--- src/rtl/uart_intid_pkg.sv ---
package uart_intid_pkg;
  localparam int unsigned NUM_SRC = 7;
  localparam int unsigned ID_W    = 5;

  // Source index equals urgency rank (0 = most urgent).
  typedef enum logic [2:0] {
    SRC_LSR  = 3'd0,
    SRC_TMO  = 3'd1,
    SRC_RDY  = 3'd2,
    SRC_THRE = 3'd3,
    SRC_MSR  = 3'd4,
    SRC_XOFF = 3'd5,
    SRC_FLOW = 3'd6
  } src_e;

  // Identification bits 5..1 for each source rank.
  function automatic logic [ID_W-1:0] src_code(input int unsigned idx);
    logic [ID_W-1:0] c;
    case (idx)
      0:       c = 5'b00011;
      1:       c = 5'b00110;
      2:       c = 5'b00010;
      3:       c = 5'b00001;
      4:       c = 5'b00000;
      5:       c = 5'b01000;
      6:       c = 5'b10000;
      default: c = 5'b00000;
    endcase
    return c;
  endfunction
endpackage

--- src/rtl/uart_intid_flags.sv ---
module uart_intid_flags (
  input  logic clk_i,
  input  logic rst_ni,
  input  logic thr_empty_i,
  input  logic thre_clr_i,
  input  logic xoff_set_i,
  input  logic xon_i,
  output logic thre_arm_d_o,
  output logic xoff_d_o
);
  logic thr_empty_q;
  logic thre_arm_q;
  logic xoff_q;
  logic thre_rise;

  assign thre_rise = thr_empty_i & ~thr_empty_q;

  always_comb begin
    thre_arm_d_o = thre_arm_q;
    if (thre_clr_i) thre_arm_d_o = 1'b0;
    if (thre_rise)  thre_arm_d_o = 1'b1;
    if (!thr_empty_i) thre_arm_d_o = 1'b0;
  end

  always_comb begin
    xoff_d_o = xoff_q;
    if (xoff_set_i) xoff_d_o = 1'b1;
    if (xon_i)      xoff_d_o = 1'b0;
  end

  always_ff @(posedge clk_i or negedge rst_ni) begin
    if (!rst_ni) begin
      thr_empty_q <= 1'b0;
      thre_arm_q  <= 1'b0;
      xoff_q      <= 1'b0;
    end else begin
      thr_empty_q <= thr_empty_i;
      thre_arm_q  <= thre_arm_d_o;
      xoff_q      <= xoff_d_o;
    end
  end
endmodule

--- src/rtl/uart_intid_prio.sv ---
module uart_intid_prio
  import uart_intid_pkg::*;
(
  input  logic [NUM_SRC-1:0] act_i,
  output logic [ID_W-1:0]    id_o,
  output logic               none_o
);
  logic [NUM_SRC:0]   blk;
  logic [NUM_SRC-1:0] sel;

  assign blk[0] = 1'b0;
  for (genvar g = 0; g < NUM_SRC; g++) begin : g_rank
    assign sel[g]   = act_i[g] & ~blk[g];
    assign blk[g+1] = blk[g] | act_i[g];
  end

  always_comb begin
    id_o = '0;
    for (int i = 0; i < NUM_SRC; i++) begin
      if (sel[i]) id_o = id_o | src_code(i);
    end
  end

  assign none_o = ~blk[NUM_SRC];
endmodule

--- src/rtl/uart_intid.sv ---
module uart_intid
  import uart_intid_pkg::*;
(
  input  logic               clk_i,
  input  logic               rst_ni,
  input  logic [NUM_SRC-1:0] src_en_i,
  input  logic               lsr_err_i,
  input  logic               rx_tmo_i,
  input  logic               rx_rdy_i,
  input  logic               thr_empty_i,
  input  logic               modem_chg_i,
  input  logic               flow_chg_i,
  input  logic               xoff_det_i,
  input  logic               xon_det_i,
  input  logic               enh_en_i,
  input  logic               fifo_en_i,
  input  logic               rd_stat_i,
  output logic [7:0]         stat_o,
  output logic               irq_o
);
  logic [7:0]         stat_q, stat_d;
  logic               irq_q, irq_d;
  logic               thre_arm_d, xoff_d;
  logic               thre_shown;
  logic [NUM_SRC-1:0] raw, act;
  logic [ID_W-1:0]    id;
  logic               none;

  assign thre_shown = rd_stat_i & (stat_q[3:0] == 4'b0010);

  uart_intid_flags u_flags (
    .clk_i        (clk_i),
    .rst_ni       (rst_ni),
    .thr_empty_i  (thr_empty_i),
    .thre_clr_i   (thre_shown),
    .xoff_set_i   (xoff_det_i & enh_en_i),
    .xon_i        (xon_det_i),
    .thre_arm_d_o (thre_arm_d),
    .xoff_d_o     (xoff_d)
  );

  always_comb begin
    raw           = '0;
    raw[SRC_LSR]  = lsr_err_i;
    raw[SRC_TMO]  = rx_tmo_i;
    raw[SRC_RDY]  = rx_rdy_i;
    raw[SRC_THRE] = thre_arm_d;
    raw[SRC_MSR]  = modem_chg_i;
    raw[SRC_XOFF] = xoff_d & enh_en_i;
    raw[SRC_FLOW] = flow_chg_i & enh_en_i;
    act           = raw & src_en_i;
  end

  uart_intid_prio u_prio (
    .act_i  (act),
    .id_o   (id),
    .none_o (none)
  );

  always_comb begin
    stat_d = {{2{fifo_en_i}}, id, none};
    irq_d  = ~none;
  end

  always_ff @(posedge clk_i or negedge rst_ni) begin
    if (!rst_ni) begin
      stat_q <= 8'h01;
      irq_q  <= 1'b0;
    end else begin
      stat_q <= stat_d;
      irq_q  <= irq_d;
    end
  end

  assign stat_o = stat_q;
  assign irq_o  = irq_q;
endmodule

--- config.mk ---
export PLATFORM = sky130hd
export DESIGN_NAME = uart_intid
export DESIGN_NICKNAME = d
export VERILOG_FILES = /design/src/rtl/uart_intid_pkg.sv /design/src/rtl/uart_intid_flags.sv /design/src/rtl/uart_intid_prio.sv /design/src/rtl/uart_intid.sv
export SDC_FILE = /design/constraint.sdc
export NUM_CORES = 1
export LEC_CHECK = 0
export BUFFER_PORTS_ARGS = -buffer_cell sky130_fd_sc_hd__buf_4
export CORE_AREA = 4 4 41 43
export CTS_CLUSTER_SIZE = 28
export DETAILED_ROUTE_END_ITERATION = 8
export DIE_AREA = 0 0 45 47
export PLACE_DENSITY_LB_ADDON = 0.15
export SYNTH_ARGS = -nofsm -noshare
export SYNTH_HDL_FRONTEND = slang
export SYNTH_SLANG_ARGS = --single-unit
--- constraint.sdc ---
create_clock -name clk_i -period 2.5 [get_ports clk_i]
set_clock_uncertainty 0.05 [all_clocks]
set_input_delay 0.375 -clock clk_i [delete_from_list [all_inputs] [get_ports clk_i]]
set_output_delay 0.375 -clock clk_i [all_outputs]
set_load 0.1 [all_outputs]
==> results of run 1 <==
## metrics by stage
stage / total power, uW / cells / worst slack, ns / hold WS [ns] / cell area, um^2
after global placement: 327.4 / 80 / 0.6402 / 0.1639 / 671.9
after floorplan: 282.0 / 38 / 0.09315 / 0.02941 / 450.4
after detailed placement: 329.0 / 80 / 0.6292 / 0.1658 / 671.9
final: 441.4 / 85 / 0.6247 / 0.1747 / 708.2
after CTS: 450.3 / 85 / 0.6198 / 0.1679 / 708.2
after global routing: 464.7 / 85 / 0.5889 / 0.1529 / 708.2
## flip-flops by register name (all words and copies together) (netlist names)
name and cells:
u_flags.thr_empty_q 1, irq_o 1, u_flags.thre_arm_q 1, u_flags.xoff_q 1
stat_o 7
## report_power, final
group	leakage [uW]	switching, uW	internal, uW	total [uW]
combinational	0.000201	88.4	41.8	130
clock	0.0000150	54.7	61.6	116
sequential	0.000134	5.17	190	195
## final cells by class
cell class	count	area [um^2]	area share, %
Timing Repair Buffer	29	220.2	31.10
Sequential cell	11	276.5	39.05
Clock buffer	4	26.28	3.710
Multi-Input combinational cell	24	158.9	22.44
Tap cell	15	18.77	2.650
Inverter	2	7.507	1.060
## synth_stat cells (all sizes together)
master	instances
inv	2
a32o	1
nand2	6
a222oi	1
nor3b	1
a21oi	2
dfrtp	10
and2	1
dfstp	1
buf	1
a21boi	1
nand2b	1
nor3	1
or4b	2
nor4b	1
nor4	1
o211a	1
nor2	2
nand3	1
o21ai	1
## per-layer routing
layer	GRT usage (%)	up-vias
met5	0	-
met1	11.29	185
met4	7.018	0
met3	3.448	2
met2	19.21	18
li1	-	199
## cell families (layout without fill, tap and decap cells)
family          Yosys count  after routing
flops                    11             11
compound gates            7              7
simple gates             17             17
buf+inv                   3             35
## final timing paths
kind	start	endpoint	slack, ns
min in group asynchronous	rst_ni	stat_o[6]	0.44
hold / removal	fifo_en_i	stat_o[6]	0.17
hold reg to reg	u_flags.thr_empty_q	u_flags.thre_arm_q	0.43
max in group asynchronous	rst_ni	stat_o[0]	1.74
setup reg to reg	stat_o[3]	irq_o	0.62
setup / recovery	stat_o[3]	irq_o	0.62
## cells in the final DEF, fill, tap and decap left out, types with 2 or more instances in the layout
cell                       netlist  layout
sky130_fd_sc_hd__clkbuf_4        0       3
sky130_fd_sc_hd__nand2_1         6       6
sky130_fd_sc_hd__dfrtp_1        10      10
sky130_fd_sc_hd__a21oi_1         2       2
sky130_fd_sc_hd__buf_4           1      28
sky130_fd_sc_hd__nor2_1          2       2
sky130_fd_sc_hd__inv_1           2       2
## worst reg2reg max path: stages (launching register included)
cell	delay (ns)
sky130_fd_sc_hd__dfrtp_1	0.37
sky130_fd_sc_hd__or4b_4	0.54
sky130_fd_sc_hd__o211a_4	0.28
sky130_fd_sc_hd__or4b_1	0.51
## timing repair
action | 4_1_cts | 5_1_grt
hold endpoints to repair | 10 | 0
setup endpoints to repair | 0 | 0
hold buffers | 1 | 0
==> insert_results.sql, run 1 <==
INSERT INTO impl_metrics (metric_group, metric, value, unit) VALUES
('run_status', 'status', 'complete, no violations', ''),
('critical_path', 'path_cells', 'or4b_4 -> o211a_4 -> or4b_1', ''),
('clock_tree', 'tritoncts', 'built', ''),
('global_routing', 'number_of_antenna_violations_at_the_first_check_in_global_routing', '0', ''),
('clock_tree', 'cts_max_level', '1', ''),
('die', 'start_util', '34.62', '%'),
('global_routing', 'grt_first_pass_wirelength', '1593', 'um'),
('min_path', 'whs_path_depth', '1', ''),
('synthesis', 'synth.yosys.seq_area_share', '61.39', '%'),
('pwr', 'p_per_area', '623.3', 'nW/um^2'),
('clock_tree', 'cts_max_path_buffers', '2', ''),
('sta', 'hold_viol_final', '0', ''),
('layout', 'fin_nets', '91', ''),
('global_routing', 'grt_overflow_total', '0', ''),
('global_routing', 'first_global_vias', '380', ''),
('route', 'postRouteWirelength', '1030', 'um'),
('synthesis', 'synth_fp_nets', '58', ''),
('synthesis', 'synth.ff_latch_count', '11', ''),
('critical_path', 'slowest_stage', 'sky130_fd_sc_hd__or4b_4', ''),
('clock_tree', 'cts_setup_buffers', '0', ''),
('clock_tree', 'cts_made_buffers', '3', ''),
('route', 'sum_of_met3_wire_segment_lengths_after_detailed_routing', '108', 'um'),
('layout', 'post_route_cells_drive_above_1_share', '48.57', '%'),
('clock_tree', 'postCtsResizedCells', '0', ''),
('die', 'placementRows', '13', ''),
('synthesis', 'xor_and_xnor_fraction_of_the_mapped_netlist_area', '0', '%'),
('synthesis', 'area_of_the_mapped_netlist', '450.4', 'um^2'),
('sta', 'grt_setup_unrepaired', 'false', ''),
('clock_tree', 'cts.sink_count', '11', ''),
('synthesis', 'post_synth_num_cell_types', '21', ''),
('die', 'fp.dieArea', '2115', 'um^2'),
('synthesis', 'post_synth.cell_area_avg', '11.85', 'um^2'),
('route', 'number_of_drc_markers_after_the_initial_detailed_route_iteration', '2', ''),
('clock_tree', 'cts-root-buf', 'sky130_fd_sc_hd__clkbuf_4', ''),
('layout', 'total_inserted_antenna_cells', '0', ''),
('route', 'vias_per_cell', '4.753', ''),
('route', 'num_vias', '404', ''),
('synthesis', 'largest_family_of_logic_cells_by_synthesized_area', 'simple AND/OR/NAND/NOR gates', ''),
('route', 'drt_pass1_iterations', '3', ''),
('min_path', 'worstHoldPathType', 'in2reg', ''),
('sta', 'finalWorstPathRequiredPeriod', '1.875', 'ns'),
('global_routing', 'grtUsageTotal', '10.95', '%'),
('sta', 'worstMarginPinSlew', '0.3617', 'ns'),
('route', 'maxUsedRoutingLayer', 'met4', ''),
('synthesis', 'synth.area.top_cells', 'sky130_fd_sc_hd__dfrtp_1, sky130_fd_sc_hd__dfstp_2, sky130_fd_sc_hd__nand2_1, sky130_fd_sc_hd__o211a_4, sky130_fd_sc_hd__or4b_4', ''),
('synthesis', 'yosysTopAreaCell', 'sky130_fd_sc_hd__dfrtp_1', ''),
('route', 'avgRoutedWirePerCell', '12.12', 'um'),
('critical_path', 'critical-path-top-delay-family', 'simple AND/OR/NAND/NOR gates', ''),
('layout', 'fin_util', '54.42', '%'),
('sta', 'final_setup_violation_count', '0', ''),
('critical_path', 'cpPeakStageDelay', '0.54', 'ns'),
('synthesis', 'synthDominantCellAreaShare', '55.56', '%'),
('synthesis', 'yosys-mux-area-fraction', '0', '%'),
('place', 'port_buffers', '28', ''),
('place', 'gp_routability_congestion', '0.7607', ''),
('die', 'num_io_pins', '29', ''),
('critical_path', 'cp.buffers_inverters', '0', ''),
('critical_path', 'worst_setup_path_start_kind', 'flop', ''),
('synthesis', 'simple_gate_area_share_of_the_yosys_netlist', '21.94', '%'),
('route', 'drc', '0', ''),
('sta', 'final_max_slew_viol_count', '0', ''),
('place', 'detailedPlacementHpwl', '890.2', 'um'),
('flow_run', 'max_cap_viol_count', '0', ''),
('layout', 'flow.area_growth_from_synthesis', '57.22', '%'),
('critical_path', 'timing.critical_path.required', '2.58', 'ns'),
('sta', 'finalSetupTns', '0', 'ns'),
('die', 'floorplan.die.height', '47', 'um'),
('route', 'dr_wl_met2', '561', 'um'),
('clock_tree', 'clock_latency', '0.26', 'ns'),
('critical_path', 'number_of_cells_traversed_by_the_worst_register_to_register_path', '3', ''),
('sta', 'slew_headroom', '75.70', '%');
Power figures use the tool's default switching activity.
==> inputs of run 2 (changes only) <==
==> constraint.sdc (replaced) <==
create_clock -name clk_i -period 1.8 [get_ports clk_i]
set_clock_uncertainty 0.05 [all_clocks]
set_input_delay 0.27 -clock clk_i [delete_from_list [all_inputs] [get_ports clk_i]]
set_output_delay 0.27 -clock clk_i [all_outputs]
set_load 0.1 [all_outputs]
==> run 2 against run 1 <==
- highest routed layer is now met3
- the run now ends with setup timing left
- utilization is 3.2 points higher
- setup slack worse by 0.67 ns
- non-clock buffer count grew 1
- combinational power increased by 46%
- worst hold slack got worse by 0.12 ns
- sequential cell count did not move
- routed wire length increased by 2.9%
- via count is 1.7% higher
- design area grew 5.8%
- critical endpoint unchanged
- clock power up 41%
- fmax is 1.7% higher
==> insert_results.sql, run 2 (synthesis results as in run 1) <==
INSERT INTO impl_metrics (metric_group, metric, value, unit) VALUES
('pwr', 'power_report.internal_total', '411.2', 'uW'),
('pwr', 'leakagePower', '0.0003658', 'uW'),
('die', 'floorplan.die.height', '47', 'um'),
('route', 'avgRoutedWirePerCell', '12.33', 'um'),
('global_routing', 'grtUsageTotal', '9.440', '%'),
('route', 'postRouteAntennaNets', '0', ''),
('critical_path', 'r2r_setup_slack', '-0.04', 'ns'),
('global_routing', 'grt_first_pass_wirelength', '1490', 'um'),
('critical_path', 'worst_setup_path_start_kind', 'flop', ''),
('sta', 'final.hold.worst_slack', '0.05799', 'ns'),
('place', 'port_buffers', '28', ''),
('min_path', 'worstHoldPathType', 'in2reg', ''),
('clock_tree', 'cts-root-buf', 'sky130_fd_sc_hd__clkbuf_4', ''),
('layout', 'fin_util', '57.60', '%'),
('critical_path', 'timing.critical_path.required', '1.89', 'ns'),
('sta', 'final_max_slew_viol_count', '0', ''),
('critical_path', 'timing.critical_path.fanout_max', '2', ''),
('min_path', 'whs_path_depth', '1', ''),
('pwr', 'power.share.switching', '34.23', '%'),
('pwr', 'p_per_area', '834.3', 'nW/um^2'),
('critical_path', 'crit_type', 'reg2reg', ''),
('route', 'number_of_drc_markers_after_the_initial_detailed_route_iteration', '2', ''),
('critical_path', 'worst-endpoint-arrival', '1.94', 'ns'),
('clock_tree', 'cts_max_level', '1', ''),
('run_status', 'status', 'finished, violations left', ''),
('die', 'start_util', '34.62', '%'),
('layout', 'final_common_cell', 'sky130_fd_sc_hd__buf_4', ''),
('route', 'drc', '0', ''),
('die', 'fp.dieArea', '2115', 'um^2'),
('place', 'placed_cell_area', '690.7', 'um^2'),
('run_status', 'failed_checks', 'setup timing', ''),
('layout', 'largest_register_ff_count', '7', ''),
('layout', 'post_route_cells_drive_above_1_share', '57.75', '%'),
('die', 'die_w', '45', 'um'),
('route', 'vias_per_cell', '4.779', ''),
('critical_path', 'number_of_cells_traversed_by_the_worst_register_to_register_path', '3', ''),
('route', 'drt_pass1_iterations', '4', ''),
('place', 'gp_routability_congestion', '0.6827', ''),
('die', 'placementRows', '13', ''),
('clock_tree', 'tritoncts', 'built', ''),
('pwr', 'relative_contribution_of_the_clock_network_to_total_power', '26.0', '%'),
('die', 'placeableCoreArea', '1301', 'um^2'),
('global_routing', 'pin_count_of_the_biggest_net_entering_global_routing', '12', ''),
('sta', 'worstMarginPinSlew', '0.6822', 'ns'),
('die', 'num_io_pins', '29', ''),
('route', 'num_vias', '411', ''),
('pwr', 'combPwrFrac', '30.4', '%'),
('clock_tree', 'clock_latency', '0.26', 'ns'),
('sta', 'timing.fmax', '542.1', 'MHz'),
('sta', 'finalWorstPathRequiredPeriod', '1.845', 'ns'),
('critical_path', 'r2r-end', 'irq_o', ''),
('critical_path', 'critical_path.reg2reg.startpoint', 'stat_o[2]', ''),
('sta', 'final_setup_violation_count', '1', ''),
('pwr', 'vdd.ir_drop.worst', '381.2', 'uV'),
('clock_tree', 'cts_max_path_buffers', '2', ''),
('clock_tree', 'cts_made_buffers', '3', ''),
('layout', 'design_area', '749.5', 'um^2'),
('global_routing', 'grt_overflow_total', '0', ''),
('sta', 'postLayoutSetupSlackWorst', '-0.04457', 'ns'),
('min_path', 'worst_hold_startpoint', 'fifo_en_i', ''),
('sta', 'grt_setup_unrepaired', 'true', ''),
('pwr', 'p_sw', '214.1', 'uW'),
('global_routing', 'first_global_vias', '389', ''),
('critical_path', 'worst_setup_path_end_kind', 'flop', ''),
('clock_tree', 'cts_setup_buffers', '0', ''),
('layout', 'total_inserted_antenna_cells', '0', ''),
('sta', 'final.period_utilization', '102.5', '%'),
('flow_run', 'max_cap_viol_count', '0', ''),
('min_path', 'min_to', 'stat_o[6]', ''),
('sta', 'hold_viol_final', '0', ''),
('layout', 'fin_nets', '92', ''),
('layout', 'flow.area_growth_from_synthesis', '66.39', '%'),
('clock_tree', 'cts.sink_count', '11', ''),
('layout', 'commonest_cells_after_routing_fill_and_taps_aside', 'sky130_fd_sc_hd__buf_4, sky130_fd_sc_hd__dfrtp_1, sky130_fd_sc_hd__nand2_1, sky130_fd_sc_hd__clkbuf_4, sky130_fd_sc_hd__dfrtp_4', ''),
('clock_tree', 'clkSlewWorstSetupHoldPaths', '0.08', 'ns'),
('route', 'postRouteWirelength', '1060', 'um'),
('place', 'detailedPlacementHpwl', '855.9', 'um'),
('global_routing', 'number_of_antenna_violations_at_the_first_check_in_global_routing', '0', ''),
('sta', 'slew_headroom', '54.17', '%'),
('pwr', 'seq_power_share', '43.7', '%');
## run 2: cell count changes in the layout (fill, tap and decap cells not counted)
cell and change:
sky130_fd_sc_hd__nor4_1 -1, sky130_fd_sc_hd__nor4b_4 +1, sky130_fd_sc_hd__dfrtp_4 +3, sky130_fd_sc_hd__clkinv_2 +1
sky130_fd_sc_hd__nor4_2 +1, sky130_fd_sc_hd__nor4b_1 -1, sky130_fd_sc_hd__clkbuf_1 -1, sky130_fd_sc_hd__buf_4 +1
sky130_fd_sc_hd__dfrtp_1 -3
## run 2: area by class of cell
class	instances	area (um^2)
Sequential cell	11	287.8
Multi-Input combinational cell	24	180.2
Timing Repair Buffer	30	227.7
Fill cell	122	551.8
Clock inverter	1	5.005
Tap cell	15	18.77
Inverter	2	7.507
Clock buffer	3	22.52
## run 2: timing repair
action | in CTS | in global routing
endpoints found under the setup margin | 1 | 2
cloned | 0 | 0
hold buffers | 1 | 0
hold endpoints to repair | 11 | 0
pin swaps | 0 | 1
resized for setup | 0 | 3
## run 2: power by group through the flow
stage,logic [uW],clock network (uW),registers (uW)
after floorplan,36.8,0,359
after global placement,181,0,279
after detailed placement,183,0,279
after CTS,185,169,274
after global routing,200,181,275
final,190,163,273
## run 2: worst max path at each step
| stage | slack [ns] | endpoint | start |
|---|---|---|---|
| 2_1_floorplan | -0.24 | irq_o | stat_o[2] |
| 3_3_place_gp | -0.04 | irq_o | stat_o[2] |
| 3_5_place_dp | -0.05 | irq_o | stat_o[2] |
| 4_1_cts | -0.05 | irq_o | stat_o[2] |
| 5_1_grt | -0.08 | irq_o | stat_o[2] |
| 6_report | -0.04 | irq_o | stat_o[2] |
## run 2: metrics by stage
| stage | cells | TNS (ns) | worst slack [ns] | total power (uW) |
|---|---|---|---|---|
| floorplan | 38 | -0.2744 | -0.2424 | 395.7 |
| global placement | 81 | -0.04313 | -0.04313 | 459.9 |
| detailed placement | 81 | -0.05428 | -0.05428 | 461.6 |
| CTS | 86 | -0.05086 | -0.05086 | 627.7 |
| global route | 86 | -0.1173 | -0.07743 | 656.2 |
| finish | 86 | -0.04457 | -0.04457 | 625.3 |
## run 2: per-layer routing
metal	share of wire, %	track usage (%)	vias up
met2	50	17.80	17
met4	0	1.754	0
met5	0	0	-
met1	39	10.38	190
met3	11	3.065	0
li1	-	-	204
## run 2: critical path: stages (launching register included)
cell and delay, ns:
sky130_fd_sc_hd__dfrtp_4 0.47, sky130_fd_sc_hd__or4b_4 0.52, sky130_fd_sc_hd__o211a_4 0.24, sky130_fd_sc_hd__or4b_1 0.45
